[config.mk]
export PLATFORM = sky130hd
export DESIGN_NAME = i2c_scl_timer
export DESIGN_NICKNAME = d
export VERILOG_FILES = /design/src/rtl/i2ct_pkg.sv /design/src/rtl/i2ct_prescaler.sv /design/src/rtl/i2ct_scl_sync.sv /design/src/rtl/i2ct_phase_ctrl.sv /design/src/rtl/i2c_scl_timer.sv
export SDC_FILE = /design/constraint.sdc
export NUM_CORES = 1
export LEC_CHECK = 0
export BUFFER_PORTS_ARGS = -buffer_cell sky130_fd_sc_hd__clkbuf_2
export CORE_UTILIZATION = 45
export CTS_CLUSTER_SIZE = 28
export DETAILED_ROUTE_END_ITERATION = 10
export GPL_TIMING_DRIVEN = 0
export PLACE_DENSITY_LB_ADDON = 0.05
export SYNTH_ARGS = -nofsm -noshare
export SYNTH_HDL_FRONTEND = slang
export SYNTH_HIERARCHICAL = 1
export SYNTH_SLANG_ARGS = --single-unit
[constraint.sdc]
create_clock -name clk -period 18.4 [get_ports clk]
set_clock_uncertainty 0.05 [all_clocks]
set_input_delay 1.84 -clock clk [delete_from_list [all_inputs] [get_ports clk]]
set_output_delay 1.84 -clock clk [all_outputs]
set_load 0.03 [all_outputs]
[src/rtl/i2ct_pkg.sv]
`timescale 1ns/1ps
package i2ct_pkg;

  // Phase of the generated serial clock
  typedef enum logic [1:0] {
    PH_IDLE = 2'd0,  // line released, waiting for a start request
    PH_LOW  = 2'd1,  // clock pulled low, data slot and setup counting
    PH_WAIT = 2'd2,  // clock released, waiting for the line to read high
    PH_HIGH = 2'd3   // clock high, counting the high half
  } phase_e;

  function automatic int unsigned umax(input int unsigned a, input int unsigned b);
    return (a > b) ? a : b;
  endfunction

endpackage

[src/rtl/i2ct_prescaler.sv]
`timescale 1ns/1ps
// Shared time base: one tick every (presc+1) kernel cycles, restarted by hold.
module i2ct_prescaler #(
  parameter int unsigned PRESC_W = 4
) (
  input  logic               clk,
  input  logic               rst,
  input  logic               hold,
  input  logic [PRESC_W-1:0] presc,
  output logic               tick
);

  logic [PRESC_W-1:0] cnt_q;
  logic               wrap;

  assign wrap = (cnt_q == presc);
  assign tick = wrap && !hold;

  always_ff @(posedge clk) begin
    if (rst || hold) begin
      cnt_q <= '0;
    end else if (wrap) begin
      cnt_q <= '0;
    end else begin
      cnt_q <= cnt_q + 1'b1;
    end
  end

endmodule

[src/rtl/i2ct_scl_sync.sv]
`timescale 1ns/1ps
// Multi-stage synchroniser for the sensed clock line with a rising-edge detect.
module i2ct_scl_sync #(
  parameter int unsigned STAGES = 2
) (
  input  logic clk,
  input  logic rst,
  input  logic line_in,
  output logic rise
);

  // Stages 0..STAGES-1 form the synchroniser; stage STAGES is the delayed copy
  logic [STAGES:0] sh_q;

  generate
    for (genvar g = 0; g <= STAGES; g++) begin : g_stage
      if (g == 0) begin : g_first
        always_ff @(posedge clk) begin
          if (rst) sh_q[0] <= 1'b1;
          else     sh_q[0] <= line_in;
        end
      end else begin : g_next
        always_ff @(posedge clk) begin
          if (rst) sh_q[g] <= 1'b1;
          else     sh_q[g] <= sh_q[g-1];
        end
      end
    end
  endgenerate

  assign rise = sh_q[STAGES-1] && !sh_q[STAGES];

endmodule

[src/rtl/i2ct_phase_ctrl.sv]
`timescale 1ns/1ps
// Phase sequencer: low half, wait-for-line, high half, with registered strobes.
module i2ct_phase_ctrl
  import i2ct_pkg::*;
#(
  parameter int unsigned DEL_W = 4,
  parameter int unsigned CNT_W = 9
) (
  input  logic             clk,
  input  logic             rst,
  input  logic             en,
  input  logic             run,
  input  logic             tick,
  input  logic             line_rise,
  input  logic [DEL_W-1:0] hold_d,
  input  logic [CNT_W-1:0] low_len,
  input  logic [CNT_W-1:0] high_len,
  output phase_e           phase,
  output logic             scl_low,
  output logic             sda_pulse,
  output logic             rise_pulse
);

  localparam logic [CNT_W-1:0] ONE = {{(CNT_W-1){1'b0}}, 1'b1};

  phase_e           phase_q;
  logic [CNT_W-1:0] tcnt_q;
  logic [CNT_W-1:0] tnext;
  logic [CNT_W-1:0] hold_ext;
  logic             hold_zero;

  assign tnext     = tcnt_q + ONE;
  assign hold_ext  = CNT_W'(hold_d);
  assign hold_zero = (hold_d == '0);

  always_ff @(posedge clk) begin
    if (rst) begin
      phase_q    <= PH_IDLE;
      tcnt_q     <= '0;
      scl_low    <= 1'b0;
      sda_pulse  <= 1'b0;
      rise_pulse <= 1'b0;
    end else begin
      sda_pulse  <= 1'b0;
      rise_pulse <= 1'b0;
      if (!en) begin
        phase_q <= PH_IDLE;
        tcnt_q  <= '0;
        scl_low <= 1'b0;
      end else begin
        unique case (phase_q)
          PH_IDLE: begin
            if (run) begin
              phase_q   <= PH_LOW;
              tcnt_q    <= '0;
              scl_low   <= 1'b1;
              sda_pulse <= hold_zero;
            end
          end
          PH_LOW: begin
            if (tick) begin
              tcnt_q <= tnext;
              if (!hold_zero && (tnext == hold_ext)) begin
                sda_pulse <= 1'b1;
              end
              if (tnext == low_len) begin
                tcnt_q  <= '0;
                scl_low <= 1'b0;
                phase_q <= PH_WAIT;
              end
            end
          end
          PH_WAIT: begin
            if (line_rise) begin
              phase_q    <= PH_HIGH;
              tcnt_q     <= '0;
              rise_pulse <= 1'b1;
            end
          end
          PH_HIGH: begin
            if (tick) begin
              tcnt_q <= tnext;
              if (tnext == high_len) begin
                tcnt_q <= '0;
                if (run) begin
                  phase_q   <= PH_LOW;
                  scl_low   <= 1'b1;
                  sda_pulse <= hold_zero;
                end else begin
                  phase_q <= PH_IDLE;
                end
              end
            end
          end
          default: phase_q <= PH_IDLE;
        endcase
      end
    end
  end

  assign phase = phase_q;

endmodule

[src/rtl/i2c_scl_timer.sv]
`timescale 1ns/1ps
// Top: configuration capture, length derivation, and the three sub-blocks.
module i2c_scl_timer
  import i2ct_pkg::*;
#(
  parameter int unsigned PRESC_W     = 4,
  parameter int unsigned LOW_W       = 8,
  parameter int unsigned HIGH_W      = 8,
  parameter int unsigned DEL_W       = 4,
  parameter int unsigned SYNC_STAGES = 2,
  localparam int unsigned CFG_W      = PRESC_W + LOW_W + HIGH_W + 2 * DEL_W
) (
  input  logic             clk,
  input  logic             rst,
  input  logic             en,
  input  logic             run,
  input  logic [CFG_W-1:0] cfg_word,
  input  logic             scl_line_in,
  output logic             scl_pull_low,
  output logic             sda_slot,
  output logic             scl_rise
);

  localparam int unsigned CNT_W   = umax(umax(LOW_W, HIGH_W), DEL_W + 1) + 1;
  localparam int unsigned OFS_LOW = PRESC_W;
  localparam int unsigned OFS_HI  = OFS_LOW + LOW_W;
  localparam int unsigned OFS_HLD = OFS_HI + HIGH_W;
  localparam int unsigned OFS_SET = OFS_HLD + DEL_W;
  localparam logic [CNT_W-1:0] ONE = {{(CNT_W-1){1'b0}}, 1'b1};

  phase_e             phase;
  logic [CFG_W-1:0]   cap_q;
  logic [CFG_W-1:0]   eff;
  logic [PRESC_W-1:0] f_presc;
  logic [LOW_W-1:0]   f_low;
  logic [HIGH_W-1:0]  f_high;
  logic [DEL_W-1:0]   f_hold;
  logic [DEL_W-1:0]   f_setup;
  logic [CNT_W-1:0]   len_low_cnt;
  logic [CNT_W-1:0]   len_del_sum;
  logic [CNT_W-1:0]   low_len;
  logic [CNT_W-1:0]   high_len;
  logic               tick;
  logic               pre_hold;
  logic               line_rise;

  // Timing word follows the input while idle and is frozen during a transfer
  always_ff @(posedge clk) begin
    if (rst) begin
      cap_q <= '0;
    end else if (phase == PH_IDLE) begin
      cap_q <= cfg_word;
    end
  end

  assign eff     = (phase == PH_IDLE) ? cfg_word : cap_q;
  assign f_presc = eff[PRESC_W-1:0];
  assign f_low   = eff[OFS_LOW +: LOW_W];
  assign f_high  = eff[OFS_HI  +: HIGH_W];
  assign f_hold  = eff[OFS_HLD +: DEL_W];
  assign f_setup = eff[OFS_SET +: DEL_W];

  // Low half must cover both the low count and the hold-plus-setup window
  always_comb begin
    len_low_cnt = CNT_W'(f_low) + ONE;
    len_del_sum = CNT_W'(f_hold) + CNT_W'(f_setup) + ONE;
    low_len     = (len_low_cnt > len_del_sum) ? len_low_cnt : len_del_sum;
    high_len    = CNT_W'(f_high) + ONE;
  end

  assign pre_hold = !en || (phase == PH_IDLE) || (phase == PH_WAIT);

  i2ct_prescaler #(
    .PRESC_W (PRESC_W)
  ) u_presc (
    .clk   (clk),
    .rst   (rst),
    .hold  (pre_hold),
    .presc (f_presc),
    .tick  (tick)
  );

  i2ct_scl_sync #(
    .STAGES (SYNC_STAGES)
  ) u_sync (
    .clk     (clk),
    .rst     (rst),
    .line_in (scl_line_in),
    .rise    (line_rise)
  );

  i2ct_phase_ctrl #(
    .DEL_W (DEL_W),
    .CNT_W (CNT_W)
  ) u_ctrl (
    .clk        (clk),
    .rst        (rst),
    .en         (en),
    .run        (run),
    .tick       (tick),
    .line_rise  (line_rise),
    .hold_d     (f_hold),
    .low_len    (low_len),
    .high_len   (high_len),
    .phase      (phase),
    .scl_low    (scl_pull_low),
    .sda_pulse  (sda_slot),
    .rise_pulse (scl_rise)
  );

endmodule

==> flow_summary.yaml, run 1 <==
cells_and_area:
  final-seq-area_um2: 981
  num-nets-final: 544
  antennaDiodeCount: 0
  area_delta_synth_final_pct: 11.5
  fill_cells: 784
  drive_above_1_share: 0.144
  multi_input_area_um2: 2510
clocking:
  cts_buffers: 5
  cts_tree: "done"
  clk_pin_slew_ps: 100
  ctsResizeCount: 0
  insertion_delay_ps: 320
  clock_sinks: 49
  htree_levels: 2
  ctsHoldBuffers: 0
  root_buffer: "clkbuf_8"
  clockBufferDepth: 2
  post_cts_buffers: 0
detailed_routing:
  routed_wl_mm: 9.57
  via_per_inst: 5.71
  wire_per_inst_um: 16.1
  drt-initial-drc-count: 207
  firstDrtPassIters: 5
  drc_errors: 0
  postRouteAntennaNets: 0
  vias: 3400
sta:
  hold_viol_final: 0
  fin_setup_tns_ps: 0
  tightestPinTransition_ps: 1050
  slew_viol_final: 0
  finalCritPeriodShare: 0.397
  rsz0062_at_grt: "false"
  setup_viol: 0
  period_needed_ps: 7300
  holdWs_ps: 375
  setup_ws_ps: 11100
  slew_headroom: 0.293
  clock.fmax_ghz: 0.137
pwr:
  p_leak_nw: 1.71
  p_per_area_nw_per_um2: 69.7
  vdd_drop_max_uv: 48.4
grt:
  grt_util_all_layers: 0.237
  grt_start_max_net_pins: 17
  antenna_found_initial: 0
  grt_overflow: 0
  grt_pass1_wl_mm: 16.0
  grt_pass1_vias: 3412
die:
  die_h_um: 92.6
  num_io_pins: 36
  rows: 32
  coreArea_um2: 7850
  fp.dieArea_um2: 8580
  die_w_um: 92.6
  start_util: 0.471
synthesis:
  ys_seq_area_frac: 0.265
  synthArstFlopShare: 0
  syn_nets: 502
  ys.warnings.count: 6
  synthFlopType: "dfxtp_1"
  synth.avg_cell_area_um2: 8.21
  ys_ff_latch: 49
  synth.distinct_cells: 74
  synth_edf_count: 0
  syn_area_um2: 3700
  synth_cells: 450
setup_path:
  cp_max_fo: 10
  critPathRequiredTime_ps: 18540
  worst_ep_arrival_time_ps: 7450
  start_kind: "flip-flop"
  critPathKind: "flip-flop to flip-flop"
  end_kind: "flip-flop"
place:
  dpl_worst_slack_ps: 11170
  hpwl_mm: 7.41
  portBuffers: 35
  place_congestion: 0.920
worst_hold_path:
  hold_class: "flip-flop to flip-flop"
status:
  status: "completed"
run:
  drv_cap: 0
## cell usage after synthesis (2+ instances only)
cell	instances	share of area
nand2_1	66	0.067
dfxtp_1	49	0.27
nor2_1	30	0.030
xnor2_1	25	0.059
xor2_1	24	0.057
a21oi_1	23	0.031
ha_1	19	0.064
nand3_1	19	0.026
inv_1	17	0.017
mux2i_1	15	0.041
o211ai_1	11	0.022
o21ai_0	10	0.014
clkbuf_1	9	0.0091
buf_2	7	0.0095
nor2b_1	7	0.012
nor4_1	7	0.012
nand2b_1	6	0.010
nand4_1	6	0.010
nor3_1	5	0.0068
or2_1	5	0.0085
buf_4	4	0.0081
nand3b_1	4	0.0081
o2111ai_1	4	0.0095
o21ai_1	4	0.0054
a211o_1	3	0.0071
and2_1	3	0.0051
and3_1	3	0.0051
buf_6	3	0.0091
o31ai_1	3	0.0061
o41ai_2	3	0.013
or3_1	3	0.0051
a211oi_1	2	0.0041
a21boi_0	2	0.0041
a31oi_1	2	0.0034
buf_1	2	0.0020
nor3b_1	2	0.0041
nor4b_1	2	0.0047
o21bai_1	2	0.0041
o311a_1	2	0.0054
o41ai_1	2	0.0047
xnor3_1	2	0.012
## worst max-delay path, cell delays in order, from the launching register on
cell,delay [ps]
dfxtp_1,430
buf_2,260
nor2_1,730
clkbuf_1,570
buf_2,370
buf_2,290
nand2_1,100
nand2_1,70
ha_1,260
a21boi_0,280
nand2_1,100
xor2_1,150
mux2_2,290
inv_1,60
ha_1,230
a21boi_0,130
o32ai_1,360
o41ai_2,220
nor3_4,270
mux2_1,370
xnor2_1,160
nand4_1,120
a31oi_1,150
nand4_1,120
o41a_1,370
buf_6,170
o21ai_2,350
o211ai_1,130
## final timing paths
path         slack (ps)                to       startpoint  depth (start not counted)
max               11100  u_ctrl/tcnt_q[7]  u_ctrl/phase[0]                         27
min reg2reg         370    u_sync/sh_q[1]   u_sync/sh_q[0]                          1
min                 370    u_sync/sh_q[1]   u_sync/sh_q[0]                          1
max reg2reg       11100  u_ctrl/tcnt_q[7]  u_ctrl/phase[0]                         27
## layout by cell type (no fill, tap or decap), drive strengths merged, types with 11 or more instances in the layout
cell type	synthesis	final
inv	17	18
a21oi	23	23
xor2	24	24
buf	16	16
nand3	21	21
clkbuf	9	50
o21ai	15	15
nor2	30	30
xnor2	25	25
o211ai	11	11
mux2i	16	16
ha	19	19
dfxtp	49	49
nand2	66	66
## sequential cells by signal, indices dropped and copies added (netlist names)
register and flops:
u_ctrl/sda_pulse 1, cap_q 28, u_ctrl/phase 2, u_presc/cnt_q 4, u_sync/sh_q 3, u_ctrl/tcnt_q 9
u_ctrl/scl_low 1, u_ctrl/rise_pulse 1
## routing by layer
layer	up-vias	global-route usage	wire (µm)
li1	1686	-	-
met1	1600	0.298	4350
met2	97	0.418	4590
met3	17	0.0402	475
met4	0	0.0628	153
met5	-	0	0
## logic make-up after synthesis
family,share of synthesized area
AOI/OAI and AO/OA,0.173
xor gates and xnor gates,0.135
adders and majority gates,0.0643
buffers and inverters,0.0552
DFF,0.265
muxes,0.0504
and+or+nand+nor,0.257
## stage by stage
stage	cell area, µm²	power, mW	cells	utilization
floorplan	3700	0.181	450	-
global placement	4000	0.202	587	0.510
detailed placement	4000	0.203	587	0.510
CTS	4120	0.290	595	0.525
global route	4120	0.305	595	0.525
finish	4120	0.288	595	0.525
## area by class of cell
cell class              count  area share
multi-input cells         359       0.609
repair buffers             35      0.0425
well taps                 102      0.0310
inverters                  17      0.0155
flip-flops and latches     49       0.238
clock inverters             2      0.0100
clock buffers               6      0.0200
plain buffers              25      0.0340
## report_power, final
group	leakage [nW]	total [mW]	switching, mW	internal [mW]
Sequential	0.403	0.115	0.00323	0.111
Clock	0.0633	0.0868	0.0415	0.0453
Combinational	1.24	0.0860	0.0498	0.0362
Total	1.71	0.288	0.0946	0.193
No activity file was read; power rests on OpenSTA's default activity.
==> run 2, diff against run 1 <==
==> constraint.sdc (replaced) <==
create_clock -name clk -period 7.6 [get_ports clk]
set_clock_uncertainty 0.05 [all_clocks]
set_input_delay 0.76 -clock clk [delete_from_list [all_inputs] [get_ports clk]]
set_output_delay 0.76 -clock clk [all_outputs]
set_load 0.03 [all_outputs]
==> run 2 against run 1 <==
  * Combinational power is 140% higher
  * Worst hold slack about the same
  * Count of clock-buffer cells in the layout did not move
  * Critical path depth did not move
  * Global-route usage unchanged
  * Core utilization is essentially flat
  * Cell count unchanged
  * Sequential power rose by 140%
  * Register-to-register slack worse by 11000 ps
  * Largest cell class unchanged
  * Power up 140%
  * Sequential share of layout area about the same
==> flow_summary.yaml, run 2 (same netlist as run 1, synthesis figures left out) <==
cells_and_area:
  fill_cells: 784
  final_cell_mix: "nand2_1 (66), dfxtp_1 (49), clkbuf_2 (35)"
  top_register: "cap_q"
  final_common_cell: "nand2_1"
  num-nets-final: 544
  antennaDiodeCount: 0
  drive_above_1_share: 0.146
  area_delta_synth_final_pct: 11.6
  top_regs: "cap_q (28), u_ctrl/tcnt_q (9), u_presc/cnt_q (4)"
  largest_reg_flops: 28
sta:
  slew_headroom: 0.291
  setup_ws_ps: 558
  setup_viol: 0
  slew_viol_final: 0
  fin_setup_tns_ps: 0
  finalCritPeriodShare: 0.927
  rsz0062_at_grt: "false"
  period_needed_ps: 7040
  clock.fmax_ghz: 0.142
  tightestPinTransition_ps: 1060
  hold_viol_final: 0
setup_path:
  start_kind: "flip-flop"
  critPathKind: "flip-flop to flip-flop"
  crit_start: "u_ctrl/phase[0]"
  cpPeakStageDelay_ps: 560
  end_kind: "flip-flop"
  critPathRequiredTime_ps: 7730
  worst_ep_arrival_time_ps: 7180
  rrSetupSlack_ps: 560
  rr_startpoint: "u_ctrl/phase[0]"
  cp_slowest_cell: "clkbuf_1"
  cp_max_fo: 10
die:
  coreArea_um2: 7850
  die_h_um: 92.6
  rows: 32
  num_io_pins: 36
  die_w_um: 92.6
  start_util: 0.471
  fp.dieArea_um2: 8580
detailed_routing:
  via_per_inst: 5.65
  wire_per_inst_um: 16.1
  drt-initial-drc-count: 208
  firstDrtPassIters: 5
  routed_wl_mm: 9.57
  postRouteAntennaNets: 0
  drc_errors: 0
  vias: 3364
grt:
  grt_pass1_vias: 3412
  grt_util_all_layers: 0.237
  antenna_found_initial: 0
  grt_overflow: 0
  grt_pass1_wl_mm: 16.0
  grt_start_max_net_pins: 17
clocking:
  insertion_delay_ps: 310
  cts_tree: "done"
  clockBufferDepth: 2
  htree_levels: 2
  cts_buffers: 5
  clk_pin_slew_ps: 100
  root_buffer: "clkbuf_8"
  clock_sinks: 49
worst_hold_path:
  min-delay-start: "u_sync/sh_q[0]"
  hold_class: "flip-flop to flip-flop"
place:
  hpwl_mm: 7.41
  portBuffers: 35
  place_congestion: 0.920
  dpl_worst_slack_ps: 369
run:
  drv_cap: 0
pwr:
  p_leak_nw: 1.71
  p_per_area_nw_per_um2: 168
  vdd_drop_max_uv: 117
status:
  status: "completed"
## run 2: critical path, delay by kind of cell, from the launching register on
kind,cells,cell delay (ps)
AO/OA/AOI/OAI,8,1990
XOR/XNOR,2,300
adder cells (fa/ha/maj),2,490
buffers and inverters,6,1720
flip-flops,1,430
multiplexers,2,660
AND/OR/NAND/NOR,7,1260
## run 2: where the power goes
part	switching [mW]	leakage, nW	total, mW	internal [mW]
clock network	0.0990	0.0633	0.209	0.110
logic	0.121	1.24	0.208	0.0877
registers	0.00781	0.403	0.278	0.270
## run 2: per-layer routing
layer / global-route usage / vias up / share of wire
li1: - / 1677 / -
met1: 0.298 / 1593 / 0.46
met2: 0.418 / 84 / 0.48
met3: 0.0402 / 10 / 0.051
met4: 0.0628 / 0 / 0.012
met5: 0 / - / 0
## run 2: path summary, 6_finish.rpt
| kind | endpoint | cells after the start |
|---|---|---|
| worst min-delay path | u_sync/sh_q[1] | 1 |
| worst max register to register | u_ctrl/tcnt_q[7] | 27 |
| worst min register to register | u_sync/sh_q[1] | 1 |
| worst max-delay path | u_ctrl/tcnt_q[7] | 27 |
## run 2: final cells by class
cell class / count / area, µm² / share of cell area
multi-input combinational: 359 / 2510 / 0.609
sequential: 49 / 981 / 0.238
timing repair buffer: 35 / 175 / 0.0425
buffer: 25 / 140 / 0.0340
tap: 102 / 128 / 0.0309
clock buffer: 6 / 82.6 / 0.0200
inverter: 17 / 63.8 / 0.0155
clock inverter: 2 / 41.3 / 0.0100
## run 2: through the flow
| stage | cells | instance area, µm² | hold slack, ps | utilization | power (mW) |
|---|---|---|---|---|---|
| after global placement | 587 | 4000 | 341 | 0.510 | 0.488 |
| after CTS | 595 | 4120 | 385 | 0.525 | 0.703 |
| after floorplan | 450 | 3700 | 335 | - | 0.439 |
| after global routing | 595 | 4130 | 398 | 0.526 | 0.738 |
| after detailed placement | 587 | 4000 | 349 | 0.510 | 0.492 |
| final | 595 | 4130 | 375 | 0.526 | 0.695 |
## run 2: repair_timing
item	CTS	global route
hold buffers	0	0
gates resized for setup	0	1
setup buffers	0	0
endpoints found under the setup margin	0	11
